==> src/rtl/swd_seq_pkg.sv <==
package swd_seq_pkg;
  localparam int WORD_W  = 32;
  localparam int REQ_W   = 8;
  localparam int ACK_W   = 3;
  localparam int LEN_W   = $clog2(WORD_W);
  localparam int RNW_BIT = 2;

  localparam logic [ACK_W-1:0] ACK_OK    = 3'b001;
  localparam logic [ACK_W-1:0] ACK_WAIT  = 3'b010;
  localparam logic [ACK_W-1:0] ACK_FAULT = 3'b100;
  localparam logic [ACK_W-1:0] ACK_PERR  = 3'b000;

  typedef enum logic [3:0] {
    S_IDLE, S_REQ, S_ACK, S_RDAT, S_RPAR, S_TRN,
    S_WDAT, S_WPAR, S_IDLC, S_BOA, S_BOB, S_FIN
  } seq_state_e;
endpackage

==> src/rtl/swd_seq_fsm.sv <==
module swd_seq_fsm
  import swd_seq_pkg::*;
(
  input  logic             clk_i,
  input  logic             rst_ni,
  input  logic             start_i,
  input  logic             cmd_done_i,
  input  logic [ACK_W-1:0] ack_now_i,
  input  logic             rnw_i,
  input  logic             force_i,
  input  logic             idle_zero_i,
  input  logic             idle_last_i,
  output seq_state_e       state_o,
  output logic             ok_o,
  output logic             busy_o,
  output logic             done_o
);
  seq_state_e state_q, state_d;
  logic ok_q;
  logic ok_now, wf_now;

  assign ok_now = (ack_now_i == ACK_OK);
  assign wf_now = (ack_now_i == ACK_WAIT) || (ack_now_i == ACK_FAULT);

  always_comb begin
    state_d = state_q;
    unique case (state_q)
      S_IDLE: if (start_i) state_d = S_REQ;
      S_REQ:  if (cmd_done_i) state_d = S_ACK;
      S_ACK:
        if (cmd_done_i) begin
          if (ok_now || wf_now)
            state_d = (rnw_i && (ok_now || force_i)) ? S_RDAT : S_TRN;
          else
            state_d = S_BOA;
        end
      S_RDAT: if (cmd_done_i) state_d = S_RPAR;
      S_RPAR: if (cmd_done_i) state_d = S_TRN;
      S_TRN:
        if (cmd_done_i) begin
          if (ok_q)
            state_d = !rnw_i ? S_WDAT : (idle_zero_i ? S_FIN : S_IDLC);
          else
            state_d = (!rnw_i && force_i) ? S_WDAT : S_FIN;
        end
      S_WDAT: if (cmd_done_i) state_d = S_WPAR;
      S_WPAR:
        if (cmd_done_i) state_d = (ok_q && !idle_zero_i) ? S_IDLC : S_FIN;
      S_IDLC: if (cmd_done_i && idle_last_i) state_d = S_FIN;
      S_BOA:  if (cmd_done_i) state_d = S_BOB;
      S_BOB:  if (cmd_done_i) state_d = S_FIN;
      S_FIN:  state_d = S_IDLE;
      default: state_d = S_IDLE;
    endcase
  end

  always_ff @(posedge clk_i or negedge rst_ni) begin
    if (!rst_ni) begin
      state_q <= S_IDLE;
      ok_q    <= 1'b0;
    end else begin
      state_q <= state_d;
      if (state_q == S_ACK && cmd_done_i) ok_q <= ok_now;
    end
  end

  assign state_o = state_q;
  assign ok_o    = ok_q;
  assign busy_o  = (state_q != S_IDLE);
  assign done_o  = (state_q == S_FIN);
endmodule

==> src/rtl/swd_seq_dpath.sv <==
module swd_seq_dpath
  import swd_seq_pkg::*;
#(
  parameter int IDLE_W    = 8,
  parameter int TURN_W    = 2,
  parameter int CHUNK_MAX = 32
) (
  input  logic              clk_i,
  input  logic              rst_ni,
  input  logic              load_i,
  input  seq_state_e        state_i,
  input  logic              cmd_done_i,
  input  logic [WORD_W-1:0] rsp_i,
  input  logic              ok_i,
  input  logic [REQ_W-1:0]  req_i,
  input  logic [WORD_W-1:0] wdata_i,
  input  logic [TURN_W-1:0] turn_i,
  input  logic [IDLE_W-1:0] idle_i,
  input  logic              force_i,
  output logic [REQ_W-1:0]  req_o,
  output logic [WORD_W-1:0] wdata_o,
  output logic [TURN_W-1:0] turn_o,
  output logic              rnw_o,
  output logic              force_o,
  output logic [ACK_W-1:0]  ack_now_o,
  output logic              idle_zero_o,
  output logic              idle_last_o,
  output logic [LEN_W-1:0]  chunk_len_o,
  output logic [ACK_W-1:0]  ack_o,
  output logic [WORD_W-1:0] rdata_o,
  output logic              perr_o
);
  logic [REQ_W-1:0]  req_q;
  logic [WORD_W-1:0] wdata_q, rdata_q, ack_sh;
  logic [TURN_W-1:0] turn_q;
  logic [IDLE_W-1:0] idle_rem_q, chunk;
  logic              force_q, perr_q;
  logic [ACK_W-1:0]  ack_q;

  // ack sits above the T turnaround bits, T = turn_q + 1
  assign ack_sh      = rsp_i >> (int'(turn_q) + 1);
  assign ack_now_o   = ack_sh[ACK_W-1:0];
  assign idle_zero_o = (idle_rem_q == '0);
  assign idle_last_o = (idle_rem_q <= IDLE_W'(CHUNK_MAX));
  assign chunk       = idle_last_o ? idle_rem_q : IDLE_W'(CHUNK_MAX);
  assign chunk_len_o = LEN_W'(chunk - 1'b1);

  always_ff @(posedge clk_i or negedge rst_ni) begin
    if (!rst_ni) begin
      req_q      <= '0;
      wdata_q    <= '0;
      turn_q     <= '0;
      idle_rem_q <= '0;
      force_q    <= 1'b0;
      rdata_q    <= '0;
      perr_q     <= 1'b0;
      ack_q      <= '0;
    end else begin
      if (load_i) begin
        req_q      <= req_i;
        wdata_q    <= wdata_i;
        turn_q     <= turn_i;
        idle_rem_q <= idle_i;
        force_q    <= force_i;
        rdata_q    <= '0;
        perr_q     <= 1'b0;
        ack_q      <= '0;
      end
      if (cmd_done_i) begin
        case (state_i)
          S_ACK:  ack_q <= ack_now_o;
          S_RDAT: if (ok_i) rdata_q <= rsp_i;
          S_RPAR:
            if (ok_i && (rsp_i[0] != ^rdata_q)) begin
              perr_q <= 1'b1;
              ack_q  <= ACK_PERR;
            end
          S_IDLC: idle_rem_q <= idle_rem_q - chunk;
          default: ;
        endcase
      end
    end
  end

  assign req_o   = req_q;
  assign wdata_o = wdata_q;
  assign turn_o  = turn_q;
  assign rnw_o   = req_q[RNW_BIT];
  assign force_o = force_q;
  assign ack_o   = ack_q;
  assign rdata_o = rdata_q;
  assign perr_o  = perr_q;
endmodule

==> src/rtl/swd_seq_cmd.sv <==
module swd_seq_cmd
  import swd_seq_pkg::*;
#(
  parameter int TURN_W = 2
) (
  input  seq_state_e        state_i,
  input  logic              ok_i,
  input  logic [REQ_W-1:0]  req_i,
  input  logic [WORD_W-1:0] wdata_i,
  input  logic [TURN_W-1:0] turn_i,
  input  logic [LEN_W-1:0]  chunk_len_i,
  output logic              valid_o,
  output logic              drive_o,
  output logic [LEN_W-1:0]  len_o,
  output logic [WORD_W-1:0] data_o
);
  localparam logic [LEN_W-1:0] WORD_LEN = LEN_W'(WORD_W - 1);

  always_comb begin
    valid_o = 1'b1;
    drive_o = 1'b0;
    len_o   = '0;
    data_o  = '0;
    case (state_i)
      S_REQ: begin
        drive_o = 1'b1;
        len_o   = LEN_W'(REQ_W - 1);
        data_o  = WORD_W'(req_i);
      end
      S_ACK:  len_o = LEN_W'(turn_i) + LEN_W'(ACK_W);
      S_RDAT: len_o = WORD_LEN;
      S_RPAR: len_o = '0;
      S_TRN:  len_o = LEN_W'(turn_i);
      S_WDAT: begin
        drive_o = 1'b1;
        len_o   = WORD_LEN;
        data_o  = ok_i ? wdata_i : '0;  // dummy phase sends zeros
      end
      S_WPAR: begin
        drive_o = 1'b1;
        data_o  = WORD_W'(ok_i && (^wdata_i));
      end
      S_IDLC: begin
        drive_o = 1'b1;
        len_o   = chunk_len_i;
      end
      S_BOA:  len_o = WORD_LEN;
      S_BOB:  len_o = LEN_W'(turn_i) + LEN_W'(1);
      default: valid_o = 1'b0;
    endcase
  end
endmodule

==> src/rtl/swd_txn_seq.sv <==
module swd_txn_seq
  import swd_seq_pkg::*;
#(
  parameter int IDLE_W    = 8,
  parameter int TURN_W    = 2,
  parameter int CHUNK_MAX = 32
) (
  input  logic              clk_i,
  input  logic              rst_ni,
  input  logic              start_i,
  input  logic [REQ_W-1:0]  req_i,
  input  logic [WORD_W-1:0] wdata_i,
  input  logic [TURN_W-1:0] turn_i,
  input  logic [IDLE_W-1:0] idle_i,
  input  logic              force_dp_i,
  output logic              busy_o,
  output logic              done_o,
  output logic [ACK_W-1:0]  ack_o,
  output logic [WORD_W-1:0] rdata_o,
  output logic              perr_o,
  output logic              cmd_valid_o,
  output logic              cmd_drive_o,
  output logic [LEN_W-1:0]  cmd_len_o,
  output logic [WORD_W-1:0] cmd_data_o,
  input  logic              cmd_done_i,
  input  logic [WORD_W-1:0] cmd_rdata_i
);
  seq_state_e        state;
  logic              ok, rnw, force_q, idle_zero, idle_last, load;
  logic [ACK_W-1:0]  ack_now;
  logic [REQ_W-1:0]  req_q;
  logic [WORD_W-1:0] wdata_q;
  logic [TURN_W-1:0] turn_q;
  logic [LEN_W-1:0]  chunk_len;

  assign load = start_i && !busy_o;

  swd_seq_fsm u_fsm (
    .clk_i       (clk_i),
    .rst_ni      (rst_ni),
    .start_i     (start_i),
    .cmd_done_i  (cmd_done_i),
    .ack_now_i   (ack_now),
    .rnw_i       (rnw),
    .force_i     (force_q),
    .idle_zero_i (idle_zero),
    .idle_last_i (idle_last),
    .state_o     (state),
    .ok_o        (ok),
    .busy_o      (busy_o),
    .done_o      (done_o)
  );

  swd_seq_dpath #(
    .IDLE_W    (IDLE_W),
    .TURN_W    (TURN_W),
    .CHUNK_MAX (CHUNK_MAX)
  ) u_dpath (
    .clk_i       (clk_i),
    .rst_ni      (rst_ni),
    .load_i      (load),
    .state_i     (state),
    .cmd_done_i  (cmd_done_i),
    .rsp_i       (cmd_rdata_i),
    .ok_i        (ok),
    .req_i       (req_i),
    .wdata_i     (wdata_i),
    .turn_i      (turn_i),
    .idle_i      (idle_i),
    .force_i     (force_dp_i),
    .req_o       (req_q),
    .wdata_o     (wdata_q),
    .turn_o      (turn_q),
    .rnw_o       (rnw),
    .force_o     (force_q),
    .ack_now_o   (ack_now),
    .idle_zero_o (idle_zero),
    .idle_last_o (idle_last),
    .chunk_len_o (chunk_len),
    .ack_o       (ack_o),
    .rdata_o     (rdata_o),
    .perr_o      (perr_o)
  );

  swd_seq_cmd #(.TURN_W(TURN_W)) u_cmd (
    .state_i     (state),
    .ok_i        (ok),
    .req_i       (req_q),
    .wdata_i     (wdata_q),
    .turn_i      (turn_q),
    .chunk_len_i (chunk_len),
    .valid_o     (cmd_valid_o),
    .drive_o     (cmd_drive_o),
    .len_o       (cmd_len_o),
    .data_o      (cmd_data_o)
  );
endmodule

==> config.mk <==
export PLATFORM = sky130hd
export DESIGN_NAME = swd_txn_seq
export DESIGN_NICKNAME = d
export VERILOG_FILES = /design/src/rtl/swd_seq_pkg.sv /design/src/rtl/swd_seq_fsm.sv /design/src/rtl/swd_seq_dpath.sv /design/src/rtl/swd_seq_cmd.sv /design/src/rtl/swd_txn_seq.sv
export SDC_FILE = /design/constraint.sdc
export NUM_CORES = 1
export LEC_CHECK = 0
export BUFFER_PORTS_ARGS = -buffer_cell sky130_fd_sc_hd__buf_2
export CAP_MARGIN = 0
export CORE_AREA = 2 2 104 106
export DETAILED_ROUTE_END_ITERATION = 8
export DIE_AREA = 0 0 106 108
export PLACE_DENSITY = 0.76
export SYNTH_ARGS = -nofsm -noshare
export SYNTH_HDL_FRONTEND = slang
export SYNTH_SLANG_ARGS = --single-unit
==> constraint.sdc <==
create_clock -name clk_i -period 2.3 [get_ports clk_i]
set_input_delay 0.23 -clock clk_i [delete_from_list [all_inputs] [get_ports clk_i]]
set_output_delay 0.23 -clock clk_i [all_outputs]
set_load 0.05 [all_outputs]
==> out/results.env <==
OUTCOME='finished, violations left'
FAILED_CHECKS='negative setup slack'
MULTIINPUTGATEAREA_UM2=2690
LAYOUT-AREA-OVERHEAD-VS-SYNTH_PCT=32.29
CP-STARTPOINT='u_dpath.idle_rem_q[5]'
FINAL.MIN_CLOCK_PERIOD_NS=2.305
POWER_DENSITY_RELATIVE_TO_CELL_AREA_nW_PER_UM2=1662
WORST_HOLD_PATH.ENDPOINT='u_dpath.wdata_o[18]'
POSTSYNTHREGISTERBITS=92
GP_CONGESTION=0.8945
FIRSTDRTPASSITERS=5
NUMPORTBUFFERS=163
DRTITER0DRC=259
GRT_SETUP_UNREPAIRED='true'
FLOORPLAN.INITIALDENSITY_PCT=49.13
VIAS_AFTER_DETAILED_ROUTING=4658
MAX_CAP_VIOLATIONS=0
FIN_UTIL_PCT=64.99
REGTOREGSETUPSLACK_NS=0.09
FINALSETUPTNS_NS=-0.004942
MAPPEDNETLISTNETS=644
LAYOUT.CELL_AREA.NON_FILLER_UM2=6649
SEQ_AREA_UM2=2308
TOTALWIRELENGTH_UM=13840
POST_DP_CELL_AREA_UM2=6083
CTS-ROOT-BUF='sky130_fd_sc_hd__clkbuf_8'
FP.DIEAREA_UM2=11450
FINALPOWER_mW=11.05
CLOCK-SINKS=92
GRT_FIRST_PASS_WIRELENGTH_UM=22250
SYNTH_AREA_UM2=5026
CRIT_REQUIRED_NS=2.07
YOSYSWARNINGS=0
PRIMARY_FF_MASTER_SYNTH='sky130_fd_sc_hd__dfrtp_1'
FILLERINSTANCES=854
HOLD_PATH_START='wdata_i[18]'
GRT_ANTENNA_BEFORE_REPAIR=0
CRIT_PATH_CAPTURE_TYPE='primary output'
LAYOUT.NETS=821
MASTER_OF_THE_SLOWEST_INSTANCE_ON_THE_CRITICAL_PATH='sky130_fd_sc_hd__dfrtp_2'
HOLD_PATH_CLASS='in -> reg'
SYNTH_SEQ_AREA_SHARE_PCT=45.81
SYNTHCELLS=554
FIRST_GLOBAL_VIAS=4575
DPL_WORST_SLACK_NS=0.03732
LARGEST_STAGE_DELAY_ON_THE_CRITICAL_PATH_NS=0.44
DP.FINAL_HPWL_UM=9753
DRIVE_GT1_SHARE_PCT=34.10
ROUTE.ANTENNA.REMAINING_NETS=0
FINAL_SETUP_SLACK_OF_THE_WORST_PATH_NS=-0.004942
DRC_ERRORS_LEFT=0
CLKTRANSATPATHREGS_NS=0.10
CRITICAL_PATH.CELL_CHAIN='nor3_4 -> nand2_1 -> ha_2 -> nand3_1 -> o21ai_0 -> a21oi_1 -> a22oi_1 -> o21ai_1 -> buf_6'
CRIT_PATH_START_KIND='flop'
WORST_R2R_STARTPOINT='u_dpath.turn_o[0]'
CTS-ROOT-TO-SINK-BUFFERS=2
FMAXACHIEVABLE_MHz=433.9
CORE_UM2=10230
POST_SYNTH.CELL_AREA_AVG_UM2=9.072
AVGVIACOUNTPERCELL=5.342
P_LEAK_nW=3.373
HTREE_LEVELS=3
CLOCK_TREE_FROM_TRITONCTS='done'
DIE_Y_UM=108
SYNTH-EDFF-COUNT=0
WORSTREGTOREGCELLS=6
DRV_SLEW=0
POWER.IR.VDD_WORST_uV=1033
ANTENNA_CELLS_INSERTED=0
MAX_SLEW.WORST_PIN.SLEW_NS=0.7460
POST_SYNTH_NUM_CELL_TYPES=48
ASYNC_FLOP_SHARE_PCT=100.0
GR-TOTAL-OVERFLOW=0
TIMING.SLEW.HEADROOM_PCT=50.15
NUMBER_OF_BUFFERS_INSERTED_DURING_CLOCK_TREE_SYNTHESIS=9
WORST_R2R_ENDPOINT='u_fsm.state_o[3]'
GRT.TOTAL_USAGE_PCT=24.45
SETUP_SKEW_NS=0.01691
PATH_MAX_FANOUT=3
SOURCE_TO_SINK_CLOCK_DELAY_AT_THE_LATER_PIN_OF_THE_WORST_SKEW_PAIR_NS=0.37
AVG_WL_PER_CELL_UM=15.87
PERIOD_SHARE_PCT=100.2
MIN_PATH_CELLS=3
REPORT.FINAL.SETUP_VIOL=1
TOP_LEVEL_PORTS=164
PATH_CLASS='reg -> out'
FINALHOLDVIOLCOUNT=0
MAXIMUM_NUMBER_OF_PINS_ON_ONE_NET_BEFORE_GLOBAL_ROUTE_REPAIR=69
FP-ROW-COUNT=37
CRITICAL_PATH_AT_NS=2.07
DIE_X_UM=106
==> flip-flops by register name, indices dropped and copies added, names as in the netlist <==
name,cells
u_dpath.wdata_o,32
u_dpath.turn_o,2
u_dpath.force_o,1
u_fsm.ok_o,1
u_dpath.req_o,8
u_dpath.ack_o,3
u_dpath.perr_o,1
u_fsm.state_o,4
u_dpath.rdata_o,32
u_dpath.idle_rem_q,8
==> per-stage QoR <==
stage	cells	hold WS, ns
2_1_floorplan	554	-0.06559
3_3_place_gp	842	0.1636
3_5_place_dp	842	0.1680
4_1_cts	863	0.03214
5_1_grt	872	0.03648
6_report	872	0.05073
==> critical path, delay by kind of cell (launching register included) <==
kind	cells	cell delay [ns]
AOI/OAI and AO/OA	4	0.50
adders and majority gates	1	0.20
buffers and inverters	1	0.18
DFF	1	0.44
and+or+nand+nor	3	0.40
==> how the worst max path moves through the flow <==
stage	to	slack (ns)	cells past startpoint
2_1_floorplan	cmd_len_o[4]	-0.20	8
3_3_place_gp	u_dpath.rdata_o[29]	0.17	5
3_5_place_dp	u_dpath.rdata_o[22]	0.04	5
4_1_cts	cmd_len_o[4]	-0.03	9
5_1_grt	cmd_len_o[1]	-0.1	9
6_report	cmd_len_o[4]	-0.005	9
==> timing repair <==
| item | CTS | global route |
|---|---|---|
| endpoints found under the hold margin | 24 | 0 |
| setup buffers | 4 | 9 |
| gates resized for setup | 50 | 37 |
| pin swaps | 2 | 8 |
| setup endpoints to repair | 35 | 67 |
| hold buffers | 1 | 0 |
==> metal layers <==
metal / GRT usage [%] / wire length, µm / share of wire, %
met1: 31.37 / 6000 / 43
met2: 40.60 / 6586 / 48
met3: 5.726 / 1008 / 7.3
met4: 9.211 / 243 / 1.8
met5: 0 / 0 / 0
==> placed cells by master (no fill, tap or decap), drive strengths merged, types with 3 or more instances in the layout <==
master	Yosys	layout
a21oi	13	13
a22o	42	42
a22oi	4	4
a31oi	3	3
and2	24	24
and3	6	6
buf	4	197
clkbuf	29	10
clkinv	0	3
dfrtp	92	92
inv	7	11
mux4	3	3
nand2	153	153
nand3	10	10
nor2	26	26
nor3	5	5
o21ai	29	29
or3	3	3
xnor2	56	56
xor2	10	10
==> power breakdown <==
part | leakage, nW | switching (mW) | internal [mW] | total (mW)
logic | 2.09 | 4.03 | 3.02 | 7.05
registers | 1.19 | 0.696 | 2.27 | 2.96
clock network | 0.0963 | 0.626 | 0.411 | 1.04
==> kinds of logic after synthesis <==
logic type,after synthesis,synth area share (%)
AOI/OAI and AO/OA,110,15.78
xor gates and xnor gates,68,12.40
adders and majority gates,3,0.8961
buffers and inverters,40,3.062
DFF,92,45.81
muxes,6,1.967
other,1,0.07461
and+or+nand+nor,234,20.02
==> layout make-up <==
cell class                 count  share of cell area [%]
clock buffer                   9                   1.863
clock inverter                 7                  0.8468
inverter                       7                  0.4328
multi-input combinational    422                   40.46
sequential                    92                   34.72
tap                          136                   2.559
timing repair buffer         199                   19.12
==> cell usage after synthesis (2+ instances only) <==
library cell                number  area, µm²
sky130_fd_sc_hd__a2111oi_0       2      17.52
sky130_fd_sc_hd__a211oi_1        2      15.01
sky130_fd_sc_hd__a21o_1          2      15.01
sky130_fd_sc_hd__a21oi_1        13      65.06
sky130_fd_sc_hd__a221oi_1        2      17.52
sky130_fd_sc_hd__a22o_1         42      367.9
sky130_fd_sc_hd__a22oi_1         4      30.03
sky130_fd_sc_hd__a31oi_1         3      18.77
sky130_fd_sc_hd__and2_1         24      150.1
sky130_fd_sc_hd__and3_1          6      37.54
sky130_fd_sc_hd__buf_2           3      15.01
sky130_fd_sc_hd__clkbuf_1       29      108.9
sky130_fd_sc_hd__dfrtp_1        92       2302
sky130_fd_sc_hd__ha_1            2      25.02
sky130_fd_sc_hd__inv_1           7      26.28
sky130_fd_sc_hd__mux2i_1         2      20.02
sky130_fd_sc_hd__mux4_2          3      67.56
sky130_fd_sc_hd__nand2_1       153      574.3
sky130_fd_sc_hd__nand3_1        10      50.05
sky130_fd_sc_hd__nand4_1         2      12.51
sky130_fd_sc_hd__nor2_1         26      97.59
sky130_fd_sc_hd__nor3_1          5      25.02
sky130_fd_sc_hd__o21ai_0        28      140.1
sky130_fd_sc_hd__o22ai_1         2      12.51
sky130_fd_sc_hd__or3_1           2      12.51
sky130_fd_sc_hd__xnor2_1        56      490.5
sky130_fd_sc_hd__xnor3_1         2      45.04
sky130_fd_sc_hd__xor2_1         10      87.58
(Power assumes the default switching activity.)
